<file path="src/rtl/ldst_pkg.sv">
package ldst_pkg;

    localparam int DATA_W = 64;
    localparam int LANES  = DATA_W / 8;
    localparam int OFF_W  = $clog2(LANES);

    typedef enum logic [1:0] {
        SZ_BYTE = 2'd0,
        SZ_HALF = 2'd1,
        SZ_WORD = 2'd2,
        SZ_DBL  = 2'd3
    } acc_size_e;

    typedef struct packed {
        logic [OFF_W-1:0] offset;
        acc_size_e        size;
        logic             zext;
        logic             big;
    } ld_ctx_t;

    function automatic logic [OFF_W:0] size_bytes(acc_size_e s);
        return (OFF_W+1)'(1) << s;
    endfunction

    function automatic logic off_bad(logic [OFF_W-1:0] off, acc_size_e s);
        logic [OFF_W:0] m;
        m = size_bytes(s) - (OFF_W+1)'(1);
        return ({1'b0, off} & m) != '0;
    endfunction

endpackage

</file>
<file path="src/rtl/ldst_align_chk.sv">
module ldst_align_chk
    import ldst_pkg::*;
(
    input  logic             valid,
    input  logic             store,
    input  logic [OFF_W-1:0] offset,
    input  acc_size_e        size,
    output logic             bad,
    output logic             wr_ok,
    output logic             rd_ok
);
    logic misal;

    always_comb begin
        misal = off_bad(offset, size);
        bad   = valid && misal;
        wr_ok = valid && !misal && store;
        rd_ok = valid && !misal && !store;
    end
endmodule

</file>
<file path="src/rtl/ldst_store_lanes.sv">
module ldst_store_lanes
    import ldst_pkg::*;
(
    input  logic              en,
    input  logic [OFF_W-1:0]  offset,
    input  acc_size_e         size,
    input  logic              big,
    input  logic [DATA_W-1:0] wdata,
    output logic [LANES-1:0]  be,
    output logic [DATA_W-1:0] data
);
    for (genvar k = 0; k < LANES; k++) begin : g_lane
        localparam logic [OFF_W:0] KL = (OFF_W+1)'(k);
        logic [OFF_W:0] n, pos, src, grp;

        always_comb begin
            n   = size_bytes(size);
            pos = KL & (n - (OFF_W+1)'(1));
            src = big ? (n - (OFF_W+1)'(1) - pos) : pos;
            grp = KL & ~(n - (OFF_W+1)'(1));
            data[8*k +: 8] = wdata[{src[OFF_W-1:0], 3'b000} +: 8];
            be[k] = en && (grp[OFF_W-1:0] == offset);
        end
    end
endmodule

</file>
<file path="src/rtl/ldst_load_extract.sv">
module ldst_load_extract
    import ldst_pkg::*;
(
    input  ld_ctx_t           ctx,
    input  logic [DATA_W-1:0] rdata,
    output logic [DATA_W-1:0] value
);
    logic [OFF_W:0]   n;
    logic [OFF_W-1:0] top_lane;
    logic             sbit;
    logic [7:0]       fill;

    always_comb begin
        n        = size_bytes(ctx.size);
        top_lane = ctx.offset + (ctx.big ? '0 : OFF_W'(n - (OFF_W+1)'(1)));
        sbit     = rdata[{top_lane, 3'b111}];
        fill     = ctx.zext ? 8'h00 : {8{sbit}};
    end

    for (genvar j = 0; j < LANES; j++) begin : g_byte
        localparam logic [OFF_W:0] JL = (OFF_W+1)'(j);
        logic [OFF_W:0]   sel;
        logic [OFF_W-1:0] lane;

        always_comb begin
            sel  = ctx.big ? (n - (OFF_W+1)'(1) - JL) : JL;
            lane = ctx.offset + sel[OFF_W-1:0];
            value[8*j +: 8] = (JL < n) ? rdata[{lane, 3'b000} +: 8] : fill;
        end
    end
endmodule

</file>
<file path="src/rtl/ldst_aligner.sv">
module ldst_aligner
    import ldst_pkg::*;
#(
    parameter int ADDR_W = 32
) (
    input  logic              clk,
    input  logic              rst,
    input  logic              big_endian,
    input  logic              req_valid,
    input  logic              req_store,
    input  logic              req_unsigned,
    input  logic [1:0]        req_size,
    input  logic [ADDR_W-1:0] req_addr,
    input  logic [63:0]       req_wdata,
    output logic              mem_we,
    output logic              mem_rd,
    output logic [7:0]        mem_be,
    output logic [63:0]       mem_wdata,
    input  logic              mem_rvalid,
    input  logic [63:0]       mem_rdata,
    output logic              fault,
    output logic              ld_valid,
    output logic [63:0]       ld_data
);
    acc_size_e        size;
    logic [OFF_W-1:0] offset;
    logic             bad, wr_ok, rd_ok;
    ld_ctx_t          ctx_q;
    logic [63:0]      ext_value;

    assign size   = acc_size_e'(req_size);
    assign offset = req_addr[OFF_W-1:0];

    ldst_align_chk u_align (
        .valid  (req_valid),
        .store  (req_store),
        .offset (offset),
        .size   (size),
        .bad    (bad),
        .wr_ok  (wr_ok),
        .rd_ok  (rd_ok)
    );

    ldst_store_lanes u_store (
        .en     (wr_ok),
        .offset (offset),
        .size   (size),
        .big    (big_endian),
        .wdata  (req_wdata),
        .be     (mem_be),
        .data   (mem_wdata)
    );

    ldst_load_extract u_load (
        .ctx    (ctx_q),
        .rdata  (mem_rdata),
        .value  (ext_value)
    );

    assign mem_we = wr_ok;
    assign mem_rd = rd_ok;

    always_ff @(posedge clk) begin
        if (rst) begin
            fault    <= 1'b0;
            ld_valid <= 1'b0;
            ld_data  <= '0;
            ctx_q    <= '0;
        end else begin
            fault    <= bad;
            ld_valid <= mem_rvalid;
            if (mem_rvalid) ld_data <= ext_value;
            if (rd_ok) begin
                ctx_q.offset <= offset;
                ctx_q.size   <= size;
                ctx_q.zext   <= req_unsigned;
                ctx_q.big    <= big_endian;
            end
        end
    end
endmodule

</file>
<file path="config.mk">
export PLATFORM = sky130hd
export DESIGN_NAME = ldst_aligner
export DESIGN_NICKNAME = d
export VERILOG_FILES = /design/src/rtl/ldst_pkg.sv /design/src/rtl/ldst_align_chk.sv /design/src/rtl/ldst_store_lanes.sv /design/src/rtl/ldst_load_extract.sv /design/src/rtl/ldst_aligner.sv
export SDC_FILE = /design/constraint.sdc
export NUM_CORES = 1
export LEC_CHECK = 0
export ABC_AREA = 1
export BUFFER_PORTS_ARGS = -buffer_cell sky130_fd_sc_hd__buf_2
export CAP_MARGIN = 20
export CORE_MARGIN = 2
export CORE_UTILIZATION = 45
export DETAILED_ROUTE_END_ITERATION = 10
export MAX_ROUTING_LAYER = met4
export PLACE_DENSITY = 0.73
export SLEW_MARGIN = 0
export SYNTH_ARGS = -nofsm -noshare
export SYNTH_HDL_FRONTEND = slang
export SYNTH_HIERARCHICAL = 1
export SYNTH_SLANG_ARGS = --single-unit
</file>
<file path="constraint.sdc">
create_clock -name clk -period 3.2 [get_ports clk]
set_input_delay 0.64 -clock clk [delete_from_list [all_inputs] [get_ports clk]]
set_output_delay 0.64 -clock clk [all_outputs]
set_load 0.01 [all_outputs]
</file>
=== Word level (Yosys, flattened, before mapping) ===
Cells that the tools add are included.

* Word-level logic and storage cells: 112
* Input port bits: 169
* Output and inout bits: 140
* Register bits after elaboration: 73

* Reductions and logical operators: 16
* Mux-type cells: 28
* Eq/ne operators: 7
* $add $sub $neg: 25
* Bitwise operators: 2
* Shift-type cells: 18
* Order comparisons: 9

{| class="wikitable"
|+ Operator list
! cell !! count
|-
| $shiftx 64x7->8 || 16
|-
| $mux 8 || 9
|-
| $mux 3 || 17
|-
| $add 3x3->3 || 9
|-
| $lt 3x4->1 const A || 4
|-
| $eq 3x3->1 || 4
|-
| $logic_and 1x1->1 || 12
|-
| $sub 3x3->3 || 4
|-
| $sub 3x3->3 const B || 4
|-
| $lt 1x4->1 const A || 2
|-
| $lt 2x4->1 const A || 2
|-
| $shl 1x2->4 const A || 2
|-
| $lt 6x7->1 const B || 1
|-
| $eq 2x3->1 || 2
|-
| $sub 3x1->3 const B || 2
|-
| $sub 3x2->3 || 2
|-
| $sub 3x2->3 const B || 2
|-
| $and 3x4->4 || 1
|-
| $reduce_bool 4->1 || 1
|-
| $sub 4x1->4 const B || 1
|-
| $bmux 1 s3 || 1
|-
| $eq 1x3->1 || 1
|-
| $logic_not 3->1 || 1
|-
| $not 3->3 || 1
|-
| 3 further kinds || 4
|}

=== Depth between registers and ports, before layout ===
* Depth after elaboration: 8
* Depth in mapped cells: 19
* Mapped depth without buffers: 18

=== By module ===
Netlist, hierarchy kept.

{| class="wikitable"
|+ By module, submodules not included
! module !! cells each !! sequential area each (µm²) !! area an instance (µm²) !! instances
|-
| ldst_load_extract || 731 || 0.0 || 3,474.6 || 1
|-
| ldst_aligner || 455 || 1,461.4 || 2,952.8 || 1
|-
| ldst_store_lanes || 464 || 0.0 || 2,202.1 || 1
|-
| ldst_align_chk || 13 || 0.0 || 53.8 || 1
|}

=== Least setup slack after synthesis ===
No wires, ideal clock.

* Kind: reg2reg
* Start point: reg ctx_q[3] (netlist bit)
* End point: reg ld_data[10]
* Data required time: 3.087 ns
* Stages on the path, launching flop included: 18
* Arrival: 2.644 ns
* Setup slack: 0.443 ns
* Setup time: 0.113 ns
* Path buffers: 2
* Period minus slack after synthesis: 2.757 ns
* Cell sequence: dfxtp_1 inv_1 ha_1 nor2_1 inv_1 ha_1 fa_1 buf_2 buf_1 nand3_1 nand2_1 nand3_1 nand3_1 nand2_1 inv_1 nand2_1 nand2_1 nor2_1

* Word-level cells in the longest chain between the ends: 8
* Elaborated cells between the ends (all ways): 13
* Classes of those cells: add/sub (4); order compare (1); shift (2); mux (6)

{| class="wikitable"
|+ RTL lines
! what !! line !! text
|-
| start: declaration || ldst_aligner.sv:28 || <nowiki>ld_ctx_t ctx_q;</nowiki>
|-
| $shl 1x2->4 (*) || ldst_pkg.sv:22 || <nowiki>return (OFF_W+1)'(1) << s;</nowiki>
|-
| branches (longest 6 deep; another with $sub 3x1->3) || n/a ||
|-
| $mux 8 (*) || ldst_load_extract.sv:28 || <nowiki>value[8*j +: 8] = (JL < n) ? rdata[{lane, 3'b000} +: 8] : fill;</nowiki>
|-
| via ext_value[10] || ldst_aligner.sv:29 || <nowiki>logic [63:0] ext_value;</nowiki>
|-
| end signal: assignment || ldst_aligner.sv:72 || <nowiki>if (mem_rvalid) ld_data <= ext_value;</nowiki>
|-
| end: declaration || ldst_aligner.sv:23 || <nowiki>output logic [63:0] ld_data</nowiki>
|}

Mark *: on every way through the listed nets, which the timed path passes. The select of a mux whose other input is x is not followed.
A chain may end at the register's enable or synchronous reset.

=== Final worst setup path ===
* Start point: in req_size[1]
* End point: out mem_wdata[40]

* Word-level cells in the longest chain between the ends: 5

{| class="wikitable"
|+ RTL lines
! what !! line !! text
|-
| start: declaration || ldst_aligner.sv:12 || <nowiki>input logic [1:0] req_size,</nowiki>
|-
| $shl 1x2->4 (*) || ldst_pkg.sv:22 ||
|-
| $sub 4x1->4 (*) || n/a ||
|-
| $sub 3x3->3 || ldst_store_lanes.sv:19 || <nowiki>src = big ? (n - (OFF_W+1)'(1) - pos) : pos;</nowiki>
|-
| $mux 3 (*) || ldst_store_lanes.sv:19 ||
|-
| $shiftx 64x7->8 (*) || ldst_store_lanes.sv:21 || <nowiki>data[8*k +: 8] = wdata[{src[OFF_W-1:0], 3'b000} +: 8];</nowiki>
|-
| end: declaration || ldst_aligner.sv:18 || <nowiki>output logic [63:0] mem_wdata,</nowiki>
|}

Every way passes the cells marked *; elsewhere a longest branch is shown, timed or not.

==> flow_metrics.tcl <==
set metrics [dict create \
    synth-seq-area-share_pct 16.83 \
    fin_hold_ws_ps 468.1 \
    register_area_mm2 0.001461 \
    fin_util_pct 56.51 \
    die_width_um 142.9 \
    syn_nets 1847 \
    grt_pass1_wl_um 53480 \
    grt_overflow_total 0 \
    finalSetupViolCount 0 \
    synthArstFlopShare_pct 0 \
    clockBufferDepth 2 \
    clk_latency_ps 350 \
    rows 50 \
    r2r_slack_ps 250 \
    min_delay_worst_endpoint "ld_data[5]$_SDFFE_PP0P_" \
    max_clock_freq_ghz 0.3362 \
    dieArea_mm2 0.02042 \
    cts.sinks 73 \
    status "completed" \
    syn_area_mm2 0.008683 \
    p_per_area_mw_per_mm2 407.5 \
    ys.flop_type "dfxtp_1" \
    critPathLaunchType "input port" \
    synth_top_area_share_pct 28.40 \
    finalSetupTns_ps 0 \
    synth_common_cells "nand2_1, nand3_1, nor2_1" \
    drive_above_1_share_pct 20.34 \
    wl_per_cell_um 16.12 \
    start_util_pct 46.11 \
    rr_worst_depth 18 \
    cts_root_buf "clkbuf_16" \
    synth_cell_types 29 \
    antenna_left 0 \
    drc 0 \
    hp-class "register to register" \
    path_max_fanout 32 \
    drt_iter0_markers 1298 \
    min_path_cells 2 \
    n_fill_cell 2021 \
    finalWorstSetupSlack_ps 225.6 \
    cp.required_ps 2560 \
    io_buffers 279 \
    maxCapViolCount 0 \
    via_count 11870 \
    finalNonFillerCells 2165 \
    synth_top_area_cell "nand2_1" \
    io_pins 309 \
    endpoint_kind "primary output" \
    track_usage_pct 34.13 \
    fin_skew_ps 3.418 \
    worstHoldStart "ld_data[5]$_SDFFE_PP0P_" \
    power_mw 4.337 \
    netlist_instances 1663 \
    peakVddDrop_v 0.0002391 \
    multi_input_area_mm2 0.006150 \
    r2r_end "ld_data[29]$_SDFFE_PP0P_" \
    fin_crit_sh_pct 92.95 \
    fin_crit_ps 2974 \
    antenna_found_initial 2 \
    dp_hpwl_um 26920 \
    hold_viol 0 \
    arrival_ps 2330 \
    avgSynthCellArea_um2 5.221 \
    synth_edf_count 0 \
    synth.area.top_cells "nand2_1, nand3_1, dfxtp_1" \
    area_growth_pct 22.55 \
    grt_pass1_vias 10250 \
    tritoncts.num_buffers 9 \
    worst_pin_slew_ps 1083 \
    grt_start_max_net_pins 59 \
    path_clk_slew_ps 60 \
    dr.max_layer_used "met4" \
    yosysWarnings 6 \
    tritoncts "done" \
    dp.cells 2147 \
    drt-met1-wl_um 14110 \
    p_leak_nw 6.204 \
    cts_hold_buf 0 \
    gp_congestion 1.101 \
    final_area_mm2 0.01064 \
    cts_setup_buffers 0 \
    r2r-start "ctx_q[2]$_SDFFE_PP0P_" \
    post-synth-top-count-cell "nand2_1" \
    cts_resized 0 \
    ys_ff_latch 73 \
    finalWirelength_um 34910 \
    fp.dieH_um 142.9 \
    relSlewSlack_pct 27.73 \
    routed-wl-met3_um 3426 \
    vias_per_cell 5.483 \
    worstSetupPathType "input port to primary output" \
    place_area_mm2 0.01033 \
    drv_slew 0 \
    rsz0062_at_grt "no" \
    firstDrtPassIters 8 \
    coreArea_mm2 0.01883 \
    nNetsFinal 2082 \
    htree_levels 3 \
    critPathLaunch "req_size[1]" \
    dp_slack_ps 299.3 \
    met2_length_um 15300 \
]
## metal layers
metal  track usage, %  up-vias
met5                -        -
met1            43.32     5258
met2            51.35      682
li1                 -     5816
met3            5.936      114
met4            18.86        0
## final cells by class
type	count	share of cell area, %
Inverter	143	5.091
Clock inverter	6	0.6114
Tap cell	260	3.057
Timing Repair Buffer	323	17.42
Sequential cell	73	13.73
Clock buffer	10	2.246
Multi-Input combinational cell	1348	57.79
Antenna cell	2	0.04703
## critical path, cell delays in order
cell and delay (ps):
buf_2 210, nand2_1 150, nor2_2 50, inv_1 770
nand3_1 150, nand2_1 180, buf_2 160
## kinds of logic after synthesis
kind of cell,after synthesis,synth area share [%]
AO/OA/AOI/OAI,33,2.752
XOR/XNOR,3,0.3026
adder cells (fa/ha/maj),15,2.594
buffers and inverters,242,12.35
flip-flops,73,16.83
AND/OR/NAND/NOR,1297,65.17
## sequential cells by signal, indices dropped and copies added, names as in the netlist
name and cells:
ld_data 64, fault 1, ld_valid 1, ctx_q 7
## power by group
group          switching, mW  total, mW  internal, mW  leakage [nW]
combinational           1.49       2.24         0.752          5.45
clock                  0.411       1.04         0.626         0.149
sequential            0.0545       1.06          1.01         0.606
## how the worst max path moves through the flow
stage / endpoint
after global routing: ld_data[11]$_SDFFE_PP0P_
after floorplan: ld_data[10]$_SDFFE_PP0P_
after detailed placement: mem_wdata[40]
after CTS: mem_wdata[40]
after global placement: mem_wdata[40]
final: mem_wdata[40]
## cells in the final DEF (no fill, tap or decap), types with 2 or more instances in the layout
master     netlist  routed
nand2_1        657     657
nand3_1        406     406
buf_2           49     278
nor2_1         161     161
inv_1          133     133
dfxtp_1         73      73
nand4_1         37      37
buf_4           18      35
o211ai_1        22      22
nand2_2         14      14
buf_12           0      10
ha_1            10      10
clkbuf_16        0       9
nand3_2          9       9
inv_2            8       8
a21oi_1          8       8
fa_1             5       5
nor2_2           4       4
nand2_4          3       3
xor2_1           3       3
diode_2          0       2
clkinv_2         0       2
inv_4            2       2
nand4_4          2       2
o21ai_2          2       2
Note: power is estimated with default switching activity, not from simulation.
